**src/rtl/bcs_pkg.sv**
```systemverilog
package bcs_pkg;

  typedef enum logic [1:0] {
    LVL_LOW  = 2'b00,
    LVL_OPEN = 2'b01,
    LVL_HIGH = 2'b10,
    LVL_MID  = 2'b11
  } lvl_e;

  typedef enum logic [1:0] {
    SRC_ANALOG = 2'b00,
    SRC_EXT    = 2'b01,
    SRC_INT    = 2'b10
  } src_e;

  function automatic src_e decode_mode(input logic [1:0] code);
    case (code)
      LVL_HIGH: decode_mode = SRC_EXT;
      LVL_LOW:  decode_mode = SRC_INT;
      default:  decode_mode = SRC_ANALOG;
    endcase
  endfunction

endpackage

```
**src/rtl/bcs_sync_edge.sv**
```systemverilog
module bcs_sync_edge #(
  parameter int STAGES = 2
) (
  input  logic clk,
  input  logic rst,
  input  logic async_in,
  output logic level_o,
  output logic rise_o
);
  logic [STAGES-1:0] shreg;
  logic              prev_q;

  always_ff @(posedge clk) begin
    if (rst) begin
      shreg  <= '0;
      prev_q <= 1'b0;
    end else begin
      shreg  <= {shreg[STAGES-2:0], async_in};
      prev_q <= shreg[STAGES-1];
    end
  end

  assign level_o = shreg[STAGES-1];
  assign rise_o  = shreg[STAGES-1] & ~prev_q;
endmodule

```
**src/rtl/bcs_src_select.sv**
```systemverilog
module bcs_src_select
  import bcs_pkg::*;
(
  input  logic       clk,
  input  logic       rst,
  input  logic [1:0] mode_lvl,
  input  logic [1:0] div_lvl,
  input  logic       ext_rise,
  input  logic       ref_tick,
  output logic       src_ev,
  output logic       restart,
  output src_e       src_sel,
  output logic [1:0] div_q
);
  logic [1:0] mode_q;
  logic       half_ph;

  assign restart = (mode_lvl != mode_q) || (div_lvl != div_q);
  assign src_sel = decode_mode(mode_q);

  always_ff @(posedge clk) begin
    if (rst) begin
      mode_q  <= LVL_OPEN;
      div_q   <= LVL_OPEN;
      half_ph <= 1'b0;
    end else begin
      mode_q <= mode_lvl;
      div_q  <= div_lvl;
      if (restart)
        half_ph <= 1'b0;
      else if (src_sel == SRC_INT && ref_tick)
        half_ph <= ~half_ph;
    end
  end

  always_comb begin
    src_ev = 1'b0;
    if (!restart) begin
      case (src_sel)
        SRC_EXT: src_ev = ext_rise;
        SRC_INT: src_ev = ref_tick & half_ph;
        default: src_ev = 1'b0;
      endcase
    end
  end
endmodule

```
**src/rtl/bcs_ratio_div.sv**
```systemverilog
module bcs_ratio_div
  import bcs_pkg::*;
#(
  parameter int RATIO_HI  = 2,
  parameter int RATIO_MID = 4,
  parameter int RATIO_LO  = 8,
  parameter int CNT_W     = 4
) (
  input  logic       clk,
  input  logic       rst,
  input  logic [1:0] div_code,
  input  logic       restart,
  input  logic       src_ev,
  input  logic       analog,
  output logic       tick_o,
  output logic       en_o
);
  logic [CNT_W-1:0] cnt_q, cnt_n, last_cnt;
  logic             tick_n;

  always_comb begin
    case (div_code)
      LVL_HIGH: last_cnt = CNT_W'(RATIO_HI - 1);
      LVL_LOW:  last_cnt = CNT_W'(RATIO_LO - 1);
      default:  last_cnt = CNT_W'(RATIO_MID - 1);
    endcase
  end

  always_comb begin
    cnt_n  = cnt_q;
    tick_n = 1'b0;
    if (restart) begin
      cnt_n = '0;
    end else if (src_ev) begin
      if (cnt_q >= last_cnt) begin
        cnt_n  = '0;
        tick_n = 1'b1;
      end else begin
        cnt_n = cnt_q + 1'b1;
      end
    end
  end

  always_ff @(posedge clk) begin
    if (rst) begin
      cnt_q  <= '0;
      tick_o <= 1'b0;
      en_o   <= 1'b0;
    end else begin
      cnt_q  <= cnt_n;
      tick_o <= tick_n;
      en_o   <= analog | tick_n;
    end
  end
endmodule

```
**src/rtl/burst_clk_sel.sv**
```systemverilog
module burst_clk_sel
  import bcs_pkg::*;
#(
  parameter int SYNC_STAGES = 2,
  parameter int RATIO_HI    = 2,
  parameter int RATIO_MID   = 4,
  parameter int RATIO_LO    = 8
) (
  input  logic       clk,
  input  logic       rst,
  input  logic [1:0] mode_lvl,
  input  logic [1:0] div_lvl,
  input  logic       ext_dim_clk,
  input  logic       ref_tick,
  output logic       burst_tick,
  output logic       burst_en,
  output logic       analog_mode,
  output logic       polarity_up
);
  localparam int CNT_W = $clog2(RATIO_LO + 1);

  logic       ext_level, ext_rise, src_ev, restart;
  src_e       src_sel;
  logic [1:0] div_q;
  logic       pol_q;

  bcs_sync_edge #(.STAGES(SYNC_STAGES)) u_sync (
    .clk(clk), .rst(rst), .async_in(ext_dim_clk),
    .level_o(ext_level), .rise_o(ext_rise)
  );

  bcs_src_select u_sel (
    .clk(clk), .rst(rst), .mode_lvl(mode_lvl), .div_lvl(div_lvl),
    .ext_rise(ext_rise), .ref_tick(ref_tick), .src_ev(src_ev),
    .restart(restart), .src_sel(src_sel), .div_q(div_q)
  );

  bcs_ratio_div #(
    .RATIO_HI(RATIO_HI), .RATIO_MID(RATIO_MID),
    .RATIO_LO(RATIO_LO), .CNT_W(CNT_W)
  ) u_div (
    .clk(clk), .rst(rst), .div_code(div_q), .restart(restart),
    .src_ev(src_ev), .analog(src_sel == SRC_ANALOG),
    .tick_o(burst_tick), .en_o(burst_en)
  );

  always_ff @(posedge clk) begin
    if (rst)
      pol_q <= 1'b1;
    else if (src_sel == SRC_ANALOG)
      pol_q <= ext_level;
  end

  assign polarity_up = pol_q;
  assign analog_mode = (src_sel == SRC_ANALOG);
endmodule

```
**config.mk**
```make
export PLATFORM = sky130hd
export DESIGN_NAME = burst_clk_sel
export DESIGN_NICKNAME = d
export VERILOG_FILES = /design/src/rtl/bcs_pkg.sv /design/src/rtl/bcs_sync_edge.sv /design/src/rtl/bcs_src_select.sv /design/src/rtl/bcs_ratio_div.sv /design/src/rtl/burst_clk_sel.sv
export SDC_FILE = /design/constraint.sdc
export NUM_CORES = 1
export LEC_CHECK = 0
export BUFFER_PORTS_ARGS = -buffer_cell sky130_fd_sc_hd__buf_2
export CAP_MARGIN = 10
export CORE_UTILIZATION = 51
export DETAILED_ROUTE_END_ITERATION = 6
export GPL_TIMING_DRIVEN = 0
export PLACE_DENSITY = 0.74
export SLEW_MARGIN = 10
export SYNTH_ARGS = -nofsm -noshare
export SYNTH_HDL_FRONTEND = slang
export SYNTH_SLANG_ARGS = --single-unit
```
**constraint.sdc**
```tcl
create_clock -name clk -period 1.8 [get_ports clk]
set_input_delay 0.09 -clock clk [delete_from_list [all_inputs] [get_ports clk]]
set_output_delay 0.09 -clock clk [all_outputs]
set_load 0.005 [all_outputs]
```
==> impl_metrics.toml <==
[global_route]
antenna_found_initial = 0
grt.overflow.total = 0
first_global_vias = 446
grt_first_pass_wirelength_um = 1740
grt_use_total = 0.179
grt_start_max_net_pins = 11

[place]
gp_congestion = 0.659
io_buffers = 11
dp_cells = 89
place_hpwl_um = 755

[pwr]
comb_power_share = 0.088
p_sw_mw = 0.131
intPower_mw = 0.459
swShare = 0.222
powerDensity_nw_per_um2 = 761
p_seq_frac = 0.593
vdd_drop_max_mv = 0.516
p_leak_nw = 0.319
p_clk_frac = 0.320

[logic_synthesis]
ys_ff_latch = 15
synth_cells = 64
syn_area_um2 = 668
ys_warn_count = 0
synth_top_area_frac = 0.449
seq_area_frac_synth = 0.449
synthTopCellsByArea = "dfxtp_1 (45%), ha_1 (5.6%), nor2b_1 (5.6%), xnor2_1 (5.2%), or2_2 (2.8%)"
synth_top_cell_by_area = "dfxtp_1"
syn_nets = 75
synth_cell_type_count = 29
syn_avg_cell_area_um2 = 10.4

[worst_setup_path]
cp.required_ps = 2010
end_kind = "flip-flop"
cp_slowest_cell = "dfxtp_1"
slowest_delay_ps = 370
start_kind = "flip-flop"
critPathArrivalTime_ps = 1880
path_cells = "nor2b_1 -> ha_1 -> a21o_1 -> a211oi_4 -> nand4b_1 -> a31oi_1"
worst-setup-path-type = "flip-flop to flip-flop"
path_max_fanout = 6

[layout]
fin_cells = 93
layout.nets = 91
diodes = 0
area_growth_pct = 15.9
register_area_um2 = 300
multi_input_area_um2 = 350
nFillCells = 102
layout-drive-gt1-share = 0.329

[clock_network]
path_clk_slew_ps = 90
htree_levels = 1
post_cts_buffers = 0
cts_made_buffers = 3
cts_tree = "done"
cts.sinks = 15
clockBufferDepth = 2
clk-insertion-delay-late_ps = 280
cts-root-buf = "clkbuf_4"

[drt]
wl_per_cell_um = 11.1
drt_first_pass_iters = 4
drtIter0Drc = 3
route.detailed.drc = 0
vias_per_cell = 5.18
vias = 482
ant_nets = 0
wl_um = 1030

[min_path]
hp-class = "primary input to flip-flop"

[timing]
maxSlewHeadroom = 0.804
final-setup-viol-count = 0
worstMarginPinSlew_ps = 292
hold_violations = 0
period_minus_slack_ps = 1670
rsz0062_at_grt = "no"
setup_tns_ps = 0
drv_slew = 0
skew_ps = 2.12
finalCritPeriodShare = 0.927
fmax_mhz = 599

[floorplanning]
initial_core_util = 0.578
core-area_um2 = 1160
die-area_um2 = 1460
row_count = 12
die_x_um = 38.2
die_h_um = 38.2
ios = 12

[status]
status = "completed"

[flow_run]
drv_cap = 0
-- path summary, 6_finish.rpt --
check	startpoint	endpoint	slack, ps	depth (start not counted)
setup / recovery	u_sel.div_q[1]$_SDFF_PP0_	u_div.cnt_q[2]$_SDFFE_PP0N_	130	6
hold / removal	ext_dim_clk	u_sync.shreg[0]$_SDFF_PP0_	20	2
setup reg to reg	u_sel.div_q[1]$_SDFF_PP0_	u_div.cnt_q[2]$_SDFFE_PP0N_	130	6
hold reg to reg	u_sync.shreg[0]$_SDFF_PP0_	u_sync.shreg[1]$_SDFF_PP0_	450	1
-- Yosys cell counts --
| cell | count |
|---|---|
| dfxtp_1 | 15 |
| nor2b_1 | 6 |
| nand2_1 | 4 |
| xnor2_1 | 4 |
| a21oi_1 | 3 |
| ha_1 | 3 |
| nand3_1 | 3 |
| or2_2 | 3 |
| nand3b_1 | 2 |
| nor2_1 | 2 |
| a211o_2 | 1 |
| a211oi_2 | 1 |
| a21o_1 | 1 |
| a31o_2 | 1 |
| a31oi_1 | 1 |
| a31oi_2 | 1 |
| and2b_2 | 1 |
| and3_1 | 1 |
| and4bb_1 | 1 |
| buf_6 | 1 |
| dlygate4sd3_1 | 1 |
| inv_1 | 1 |
| nand4b_1 | 1 |
| nor2_2 | 1 |
| nor3b_1 | 1 |
| o22ai_2 | 1 |
| or3_1 | 1 |
| or3_4 | 1 |
| xor2_1 | 1 |
-- layout by cell type (no fill, tap or decap), drive strengths merged, types with 2 or more instances in the layout --
| cell | synthesis | final |
|---|---|---|
| xnor2 | 4 | 4 |
| buf | 1 | 12 |
| nand3b | 2 | 2 |
| dfxtp | 15 | 15 |
| clkbuf | 0 | 4 |
| or2 | 3 | 3 |
| or3 | 2 | 2 |
| nand2 | 4 | 4 |
| nor2b | 6 | 6 |
| ha | 3 | 3 |
| a31oi | 2 | 2 |
| nor2 | 3 | 3 |
| a21oi | 3 | 3 |
| nand3 | 3 | 3 |
-- power groups by stage --
stage,combinational (mW),clock [mW],sequential (mW)
global route,0.0578,0.203,0.350
detailed placement,0.0522,0,0.357
CTS,0.0525,0.190,0.349
finish,0.0517,0.188,0.349
global placement,0.0509,0,0.357
floorplan,0.0323,0,0.356
-- stage by stage --
step            util  setup slack [ps]  instance area (um^2)  power, mW  hold WS, ps
2_1_floorplan      -               238                   668      0.389          162
3_3_place_gp   0.641               115                   741      0.407          305
3_5_place_dp   0.641              95.2                   741      0.409          307
4_1_cts        0.663              72.5                   767      0.592         15.9
5_1_grt        0.670              30.1                   774      0.611         17.9
6_report       0.670               131                   774      0.589         16.4
-- routing by layer --
metal	vias up	GRT usage	routed length, um
li1	250	-	-
met1	220	0.204	514
met2	10	0.280	468
met3	2	0.0523	37
met4	0	0.134	11
met5	-	0	0
-- critical path: cells and delay by family (launching register included) --
family                     cells  cell delay [ps]
AOI/OAI and AO/OA              3              700
adders and majority gates      1              230
and+or+nand+nor                2              290
DFF                            1              370
-- layout make-up --
cell class / count / area share
Clock buffer: 4 / 0.0339
Tap cell: 14 / 0.0226
Timing Repair Buffer: 11 / 0.0711
Inverter: 1 / 0.00485
Buffer: 2 / 0.0275
Multi-Input combinational cell: 46 / 0.452
Sequential cell: 15 / 0.388
-- logic make-up (layout without fill, tap and decap cells) --
family	after synthesis	count (layout)	share of synthesized area
adder cells (fa/ha/maj)	3	3	0.0562
buffers and inverters	3	18	0.0374
XOR/XNOR	5	5	0.0655
AO/OA/AOI/OAI	10	10	0.127
AND/OR/NAND/NOR	28	28	0.264
flip-flops	15	15	0.449
-- sequential cells by signal (all words and copies together) (netlist names) --
| signal | flops |
|---|---|
| u_sel.half_ph | 1 |
| u_div.cnt_q | 4 |
| u_sel.mode_q | 2 |
| u_sync.prev_q | 1 |
| u_div.en_o | 1 |
| polarity_up | 1 |
| u_div.tick_o | 1 |
| u_sync.shreg | 2 |
| u_sel.div_q | 2 |
-- repair_timing --
action	CTS	global route
hold buffers	0	0
gates resized for setup	0	1
setup endpoints to repair	0	3
Note: power is estimated with default switching activity, not from simulation.
